File: src/rtl/zt_sram_pkg.sv
package zt_sram_pkg;
  typedef enum logic {ORD_LINEAR = 1'b0, ORD_XOR = 1'b1} burst_ord_e;

  function automatic logic [1:0] beat_lo(input logic [1:0] base,
                                         input logic [1:0] step,
                                         input burst_ord_e ord);
    return (ord == ORD_XOR) ? (base ^ step) : (base + step);
  endfunction
endpackage

File: src/rtl/zt_issue.sv
module zt_issue
  import zt_sram_pkg::*;
#(
  parameter int AW    = 6,
  parameter int LANES = 4
) (
  input  logic             clk,
  input  logic             rst_n,
  input  logic             step_en,
  input  logic             flush,
  input  logic             adv_ld,
  input  logic             sel_ok,
  input  logic             wr_n,
  input  logic [LANES-1:0] lane_n,
  input  logic [AW-1:0]    addr,
  input  logic             burst_ilv,
  output logic             iss_vld,
  output logic             iss_wr,
  output logic [AW-1:0]    iss_addr,
  output logic [LANES-1:0] iss_lanes
);
  logic          b_act, b_wr;
  logic [AW-1:0] b_base;
  logic [1:0]    b_cnt;
  logic [1:0]    nxt_cnt;

  assign nxt_cnt   = b_cnt + 2'd1;
  assign iss_lanes = ~lane_n;

  always_comb begin
    if (!adv_ld) begin
      iss_vld  = step_en & sel_ok;
      iss_wr   = ~wr_n;
      iss_addr = addr;
    end else begin
      iss_vld  = step_en & b_act;
      iss_wr   = b_wr;
      iss_addr = {b_base[AW-1:2], beat_lo(b_base[1:0], nxt_cnt, burst_ord_e'(burst_ilv))};
    end
  end

  always_ff @(posedge clk or negedge rst_n) begin
    if (!rst_n) begin
      b_act  <= 1'b0;
      b_wr   <= 1'b0;
      b_base <= '0;
      b_cnt  <= '0;
    end else if (flush) begin
      b_act <= 1'b0;
    end else if (step_en) begin
      if (!adv_ld) begin
        b_act  <= sel_ok;
        b_wr   <= ~wr_n;
        b_base <= addr;
        b_cnt  <= '0;
      end else if (b_act) begin
        b_cnt <= nxt_cnt;
      end
    end
  end
endmodule

File: src/rtl/zt_array.sv
module zt_array #(
  parameter int AW    = 6,
  parameter int LANES = 4,
  parameter int LW    = 8
) (
  input  logic                clk,
  input  logic                we,
  input  logic [LANES-1:0]    we_lanes,
  input  logic [AW-1:0]       waddr,
  input  logic [LANES*LW-1:0] wdata,
  input  logic [AW-1:0]       raddr,
  output logic [LANES*LW-1:0] rdata
);
  localparam int DEPTH = 1 << AW;

  for (genvar k = 0; k < LANES; k++) begin : g_lane
    logic [LW-1:0] cells [DEPTH];
    always_ff @(posedge clk) begin
      if (we && we_lanes[k]) cells[waddr] <= wdata[k*LW +: LW];
    end
    assign rdata[k*LW +: LW] = cells[raddr];
  end
endmodule

File: src/rtl/zt_sram.sv
module zt_sram #(
  parameter int AW    = 6,
  parameter int LANES = 4,
  parameter int LW    = 8
) (
  input  logic                clk,
  input  logic                rst_n,
  input  logic                clk_en_n,
  input  logic                sel1_n,
  input  logic                sel2,
  input  logic                sel3_n,
  input  logic                adv_ld,
  input  logic                wr_n,
  input  logic [LANES-1:0]    lane_n,
  input  logic [AW-1:0]       addr,
  input  logic                burst_ilv,
  input  logic                oe_n,
  input  logic                sleep,
  input  logic [LANES*LW-1:0] wdata,
  output logic [LANES*LW-1:0] rdata,
  output logic                rdata_oe
);
  localparam int DW = LANES * LW;

  logic             ce, sel_ok, asleep, step_en, commit;
  logic [1:0]       slp_q;
  logic             iss_vld, iss_wr;
  logic [AW-1:0]    iss_addr;
  logic [LANES-1:0] iss_lanes;
  logic             s1_vld, s1_wr, s2_vld, s2_wr;
  logic [AW-1:0]    s1_addr, s2_addr;
  logic [LANES-1:0] s1_lanes, s2_lanes;
  logic [DW-1:0]    arr_q, merged, rdata_q;
  logic             out_vld;

  assign ce      = ~clk_en_n;
  assign sel_ok  = ~sel1_n & sel2 & ~sel3_n;
  assign asleep  = slp_q[1];
  assign step_en = ce & ~asleep;
  assign commit  = step_en & s2_vld & s2_wr;

  zt_issue #(.AW(AW), .LANES(LANES)) u_issue (
    .clk(clk), .rst_n(rst_n), .step_en(step_en), .flush(asleep),
    .adv_ld(adv_ld), .sel_ok(sel_ok), .wr_n(wr_n), .lane_n(lane_n),
    .addr(addr), .burst_ilv(burst_ilv),
    .iss_vld(iss_vld), .iss_wr(iss_wr), .iss_addr(iss_addr), .iss_lanes(iss_lanes)
  );

  zt_array #(.AW(AW), .LANES(LANES), .LW(LW)) u_array (
    .clk(clk), .we(commit), .we_lanes(s2_lanes), .waddr(s2_addr),
    .wdata(wdata), .raddr(s1_addr), .rdata(arr_q)
  );

  // Forward lanes of the write committing at this very edge.
  for (genvar k = 0; k < LANES; k++) begin : g_fwd
    logic hit;
    assign hit = s2_vld & s2_wr & s2_lanes[k] & (s2_addr == s1_addr);
    assign merged[k*LW +: LW] = hit ? wdata[k*LW +: LW] : arr_q[k*LW +: LW];
  end

  always_ff @(posedge clk or negedge rst_n) begin
    if (!rst_n) begin
      slp_q    <= '0;
      s1_vld   <= 1'b0;
      s1_wr    <= 1'b0;
      s1_addr  <= '0;
      s1_lanes <= '0;
      s2_vld   <= 1'b0;
      s2_wr    <= 1'b0;
      s2_addr  <= '0;
      s2_lanes <= '0;
      out_vld  <= 1'b0;
      rdata_q  <= '0;
    end else begin
      slp_q <= {slp_q[0], sleep};
      if (asleep) begin
        s1_vld  <= 1'b0;
        s2_vld  <= 1'b0;
        out_vld <= 1'b0;
      end else if (ce) begin
        s1_vld   <= iss_vld;
        s1_wr    <= iss_wr;
        s1_addr  <= iss_addr;
        s1_lanes <= iss_lanes;
        s2_vld   <= s1_vld;
        s2_wr    <= s1_wr;
        s2_addr  <= s1_addr;
        s2_lanes <= s1_lanes;
        out_vld  <= s1_vld & ~s1_wr;
        if (s1_vld && !s1_wr) rdata_q <= merged;
      end
    end
  end

  assign rdata    = rdata_q;
  assign rdata_oe = out_vld & ~oe_n & ~asleep;
endmodule

File: config.mk
export PLATFORM = sky130hd
export DESIGN_NAME = zt_sram
export DESIGN_NICKNAME = d
export VERILOG_FILES = /design/src/rtl/zt_sram_pkg.sv /design/src/rtl/zt_issue.sv /design/src/rtl/zt_array.sv /design/src/rtl/zt_sram.sv
export SDC_FILE = /design/constraint.sdc
export NUM_CORES = 2
export LEC_CHECK = 0
export BUFFER_PORTS_ARGS = -buffer_cell sky130_fd_sc_hd__buf_2
export CAP_MARGIN = 10
export CORE_MARGIN = 3
export CORE_UTILIZATION = 40
export CTS_CLUSTER_SIZE = 24
export DETAILED_ROUTE_END_ITERATION = 6
export GPL_ROUTABILITY_DRIVEN = 0
export PLACE_DENSITY = 0.52
export SLEW_MARGIN = 20
export SYNTH_ARGS = -nofsm -noshare
export SYNTH_HDL_FRONTEND = slang
export SYNTH_HIERARCHICAL = 1
export SYNTH_SLANG_ARGS = --single-unit
File: constraint.sdc
create_clock -name clk -period 2.8 [get_ports clk]
set_clock_uncertainty 0.05 [all_clocks]
set_input_delay 0.56 -clock clk [delete_from_list [all_inputs] [get_ports clk]]
set_output_delay 0.56 -clock clk [all_outputs]
set_load 0.01 [all_outputs]
After elaboration in Yosys (flattened, before gate mapping):

Memories as Yosys holds them, arrays and structs flattened. A register that Yosys moved wholly into a read port is not among the register bits.
Cells that the tools add are included.

* register bits after elaboration: 37
* bits in writable memories: 2048
* input bits: 53
* output and inout bits: 33
* word-level logic and storage cells: 83
* memories: 4

Memories
* u_array.g_lane[0].cells: words 64, width 8, read ports 1, clocked after memory_dff 1, wr ports 1, line zt_array.sv:17 `logic [LW-1:0] cells [DEPTH];`
* u_array.g_lane[1].cells: words 64, width 8, read ports 1, clocked after memory_dff 1, wr ports 1, line zt_array.sv:17
* u_array.g_lane[2].cells: words 64, width 8, read ports 1, clocked after memory_dff 1, wr ports 1, line zt_array.sv:17
* u_array.g_lane[3].cells: words 64, width 8, read ports 1, clocked after memory_dff 1, wr ports 1, line zt_array.sv:17

* add/subtract/negate cells: 2
* eq/ne operators: 3
* muxes and demuxes: 23
* bitwise gates (word level): 20
* reductions and logical operators: 17

Operator list (count)
* $mux 1: 19
* $and 1x1->1: 10
* $reduce_and 3->1: 3
* $not 1->1: 8
* $mux 2: 3
* $mux 6: 1
* $ne 2x1->1 const B: 3
* $reduce_and 2->1: 3
* $logic_and 1x1->1: 5
* $logic_not 1->1: 5
* $not 4->4: 1
* $add 2x1->2 const B: 1
* $add 2x2->2: 1
* $reduce_bool 2->1: 1
* $xor 2x2->2: 1

Logic depth before layout (Yosys ltp):

* word-level depth: 7
* depth in mapped cells: 11
* gate-level depth less buffers: 7

Hierarchy:

Netlist, hierarchy kept.

Modules (own cells, without submodules)
* zt_array: times used 1, cells each 3575, area each 78650.4 µm², seq. area each 61499.0 µm²
* zt_sram: times used 1, cells each 306, area each 2961.6 µm², seq. area each 1476.4 µm²
* zt_issue: times used 1, cells each 51, area each 595.6 µm², seq. area each 250.2 µm²

Worst setup path before layout:

No wires, ideal clock.

* path kind: input port to flip-flop
* from: input port clk_en_n
* to: register u_issue.b_base[0]
* setup time: 125 ps
* data arrival time: 2258 ps
* data required time: 2625 ps
* slack: 367 ps
* stages on the path: 7
* buffers on the path: 3
* path through: clkbuf_1 > nor2_1 > clkbuf_1 > clkbuf_1 > nand2b_1 > nor2_4 > mux2_2

* word-level cells in the longest chain between the ends: 3

Ends and longest elaborated chain
* from (decl): line zt_sram.sv:8 `input logic clk_en_n,`
* $not 1->1 (no line)
* $and 1x1->1: line zt_sram.sv:39 `assign step_en = ce & ~asleep;`
* net step_en: line zt_sram.sv:25 `logic ce, sel_ok, asleep, step_en, commit;`
* $reduce_and 3->1 (no line)
* to (signal assigned): line zt_issue.sv:54 `b_base <= addr;`
* to (decl): line zt_issue.sv:23 `logic [AW-1:0] b_base;`

The timed path passes the listed nets, and every way through them passes these cells.
A chain may end at the register's enable or synchronous reset.

==> impl_summary.log <==
[metrics] status: complete, but fails checks
[metrics] failing checks: DRC, setup timing
[metrics] Die Footprint: 211000 sq um
[metrics] DR iter-0 viols: 5913
[metrics] number of antenna violations at the first check in global routing: 21
[metrics] number of optimization iterations in the first detailed-route pass: 7
[metrics] Final Slew Violations: 0
[metrics] post-detailed-route count of antenna-violating nets: 0
[metrics] number of H-tree levels: 4
[metrics] Synth top area share: 0.748
[metrics] critical-path cell list: buf_8, buf_12, bufbuf_16, mux4_2, a22oi_1, nand3_2, and4_1, o41ai_1, a31oi_1
[metrics] Most used DFF post-synth: sky130_fd_sc_hd__edfxtp_1
[metrics] RSZ-0062 raised after global routing: yes
[metrics] distinct cell type count of the synthesized netlist: 55
[metrics] number of input and output port buffers inserted: 85
[metrics] pin count of the biggest net entering global routing: 65
[metrics] cell row count: 165
[metrics] via count of the first global-routing pass: 44200
[metrics] path class of the lowest-slack min-delay path: in -> reg
[metrics] Data arrival, critical path: 3500 ps
[metrics] Clock Sink Count: 2117
[metrics] # Max-Cap Violations: 0
[metrics] net count after synthesis: 3986
[metrics] dominant delay contributor by cell family on the critical path: buffers and inverters
[metrics] fraction of the yosys area taken by sequential cells: 0.769
[metrics] post-layout net count: 4773
[metrics] reg-to-reg critical path startpoint: s1_addr[0]$_DFFE_PN0P_
[metrics] Synth Instances: 3932
[metrics] mean area per synthesized cell: 20.9 sq um
[metrics] Vert. Die Dim: 459 um
[metrics] Synth area leaders: sky130_fd_sc_hd__edfxtp_1 (75%), sky130_fd_sc_hd__mux4_2 (14%), sky130_fd_sc_hd__dfrtp_1 (2.1%)
[metrics] final cell area excluding filler cells: 99700 sq um
[metrics] Slowest Stage Delay on Critical Path: 580 ps
[metrics] TritonCTS clock tree: built
[metrics] GRT Overall Usage: 0.246
[metrics] commonest cells in the synthesized netlist: sky130_fd_sc_hd__edfxtp_1 (2048), sky130_fd_sc_hd__mux4_2 (509), sky130_fd_sc_hd__nor2_1 (314)
[metrics] PwrDens: 819 nW/um^2
[metrics] critical path peak fanout: 12
[metrics] static power due to leakage: 32.2 nW
[metrics] Synth Register Bits: 2117
[metrics] slew of the pin with the lowest slew margin: 1150 ps
[metrics] detailed-route wire length: 260000 um
[metrics] min cycle time layout: 2820 ps
[metrics] f_max: 0.354 GHz
[metrics] share of cells above drive strength 1: 0.369
[metrics] Slew Limit Headroom: 0.233
[metrics] worst-case vdd ir drop: 719 uV
[metrics] endpoints failing hold: 0
[metrics] initial core utilization: 0.404
[metrics] I/O pins: 86
[metrics] Routed wire per std cell: 34.3 um
[metrics] critical path required time: 3470 ps
[metrics] Clk Tree Root Cell: sky130_fd_sc_hd__clkbuf_16
[metrics] cell taking the most area after synthesis: sky130_fd_sc_hd__edfxtp_1
[metrics] Worst setup SP type: flop
[metrics] Async SR Flop Fraction: 0.0326
[metrics] Syn. warnings: 6
[metrics] crit path setup slack, layout: -24.4 ps
[metrics] # DRC: 7
[metrics] Worst setup EP type: flop
[metrics] crit path launch: s1_addr[0]$_DFFE_PN0P_
[metrics] die boundary width: 459 um
[metrics] Core Area: 203000 sq um
[metrics] detailed-placement wirelength estimate: 173000 um
[metrics] setup-violating endpoint count in the final report: 3
[metrics] TritonCTS buffer count: 216
[metrics] clock slew seen by the registers of the worst setup and hold paths: 60 ps
[metrics] Final TNS setup: -25.8 ps
[metrics] global-route congestion overflow total: 0
[metrics] Tcrit/Tclk final: 1.01
[metrics] netlist area before placement: 82200 sq um
[metrics] CP max stage cell: sky130_fd_sc_hd__dfrtp_4
[metrics] total number of vias: 44500
[metrics] buffers from clock root to sink, at most: 3
[metrics] layout overhead on the synthesized area: 21.3%
[metrics] Worst Path Buf+Inv: 3
[metrics] beginning of the worst hold path: lane_n[0]
[metrics] type of the setup path with the least slack: reg -> reg
[metrics] average vias per placed instance: 5.87
[metrics] cell with the most instances after synthesis: sky130_fd_sc_hd__edfxtp_1
[metrics] number of enable-type register cells in the synthesized netlist: 2048
[metrics] clock insertion delay at the later pin of the skew report: 870 ps
[metrics] Area after DPL: 90600 sq um
[metrics] global-route wire length before repair: 359000 um
[kinds of logic (layout without fill, tap and decap cells)]
family | count (synthesis) | count (layout) | share of synthesized area
AND/OR/NAND/NOR | 581 | 581 | 0.0315
adder cells (fa/ha/maj) | 1 | 1 | 0.000152
AO/OA/AOI/OAI | 358 | 358 | 0.0305
flip-flops | 2117 | 2117 | 0.769
multiplexers | 610 | 610 | 0.152
XOR/XNOR | 6 | 6 | 0.000807
buffers and inverters | 259 | 1225 | 0.0155
other | 0 | 11 | 0
[stage by stage]
step	setup WS, ps	cells	power (W)	utilization	hold WS [ps]
2_1_floorplan	367	3932	0.0445	-	214
3_3_place_gp	-341	7094	0.0521	0.446	415
3_5_place_dp	-349	7094	0.0521	0.446	421
4_1_cts	-45.6	7541	0.0812	0.485	2.91
5_1_grt	-41.2	7576	0.0842	0.490	33.5
6_report	-24.4	7581	0.0817	0.490	37.3
[worst paths after layout]
kind	endpoint	slack (ps)	depth (start not counted)
max reg2reg	rdata[7]$_DFFE_PN0P_	-20	9
min in group asynchronous	rdata[13]$_DFFE_PN0P_	260	2
min	s1_lanes[0]$_DFFE_PN0P_	40	3
max in group asynchronous	rdata[16]$_DFFE_PN0P_	1750	3
min reg2reg	s2_lanes[0]$_DFFE_PN0P_	430	2
max	rdata[7]$_DFFE_PN0P_	-20	9
[registers in the layout, summed over array words and instances (netlist names)]
| name | flops |
|---|---|
| rdata | 32 |
| u_issue/b_wr | 1 |
| s1_vld | 1 |
| s1_lanes | 4 |
| u_issue/b_act | 1 |
| s2_vld | 1 |
| s1_wr | 1 |
| slp_q | 2 |
| s2_addr | 6 |
| u_issue/b_base | 6 |
| s2_lanes | 4 |
| s2_wr | 1 |
| s1_addr | 6 |
| u_array/g_lane.cells | 2048 |
| u_issue/b_cnt | 2 |
| out_vld | 1 |
[power by group]
| group | switching, W | internal, W |
|---|---|---|
| registers | 0.000298 | 0.0349 |
| logic | 0.00993 | 0.00832 |
| clock network | 0.0121 | 0.0162 |
[worst min-delay path: cells and delay by family]
family / cells / cell delay [ps]
buffers and inverters: 2 / 200
muxes: 1 / 160
[area by class of cell]
class,instances,area (sq um)
Antenna cell,11,27.5
Multi-Input combinational cell,1556,18700
Clock inverter,111,1110
Sequential cell,2117,63200
Tap cell,2672,3340
Inverter,15,56.3
Timing Repair Buffer,813,7440
Fill cell,16600,104000
Clock buffer,286,5790
[layer usage]
metal  track usage  up-vias  part of all wire
li1              -    18100                 -
met2         0.379     2071              0.46
met3        0.0440      437             0.082
met5             0        -           0.00022
met1         0.350    23900              0.41
met4        0.0948       10             0.044
[repair_timing]
item                       CTS  global route
setup endpoints to repair   32            32
gates cloned                 6             6
hold buffers                17             0
buffers inserted            28            25
gates resized for setup    104           127
hold endpoints to repair    50             0
pin swaps                   11            25
[placed cells by master (no fill, tap or decap), types with 21 or more instances in the layout]
| master | n |
|---|---|
| sky130_fd_sc_hd__clkinv_2 | 35 |
| sky130_fd_sc_hd__clkinv_1 | 44 |
| sky130_fd_sc_hd__clkbuf_16 | 226 |
| sky130_fd_sc_hd__mux4_2 | 509 |
| sky130_fd_sc_hd__buf_12 | 75 |
| sky130_fd_sc_hd__mux2i_1 | 42 |
| sky130_fd_sc_hd__nand2_1 | 119 |
| sky130_fd_sc_hd__o22ai_1 | 67 |
| sky130_fd_sc_hd__a31oi_1 | 32 |
| sky130_fd_sc_hd__or4_1 | 32 |
| sky130_fd_sc_hd__clkbuf_1 | 62 |
| sky130_fd_sc_hd__o41ai_1 | 30 |
| sky130_fd_sc_hd__dfrtp_1 | 63 |
| sky130_fd_sc_hd__edfxtp_1 | 2048 |
| sky130_fd_sc_hd__nor2_1 | 308 |
| sky130_fd_sc_hd__a21oi_1 | 22 |
| sky130_fd_sc_hd__mux2_2 | 39 |
| sky130_fd_sc_hd__buf_4 | 595 |
| sky130_fd_sc_hd__o22ai_2 | 41 |
| sky130_fd_sc_hd__buf_2 | 84 |
| sky130_fd_sc_hd__o22a_1 | 21 |
| sky130_fd_sc_hd__a22oi_1 | 27 |
(Power assumes the default switching activity.)
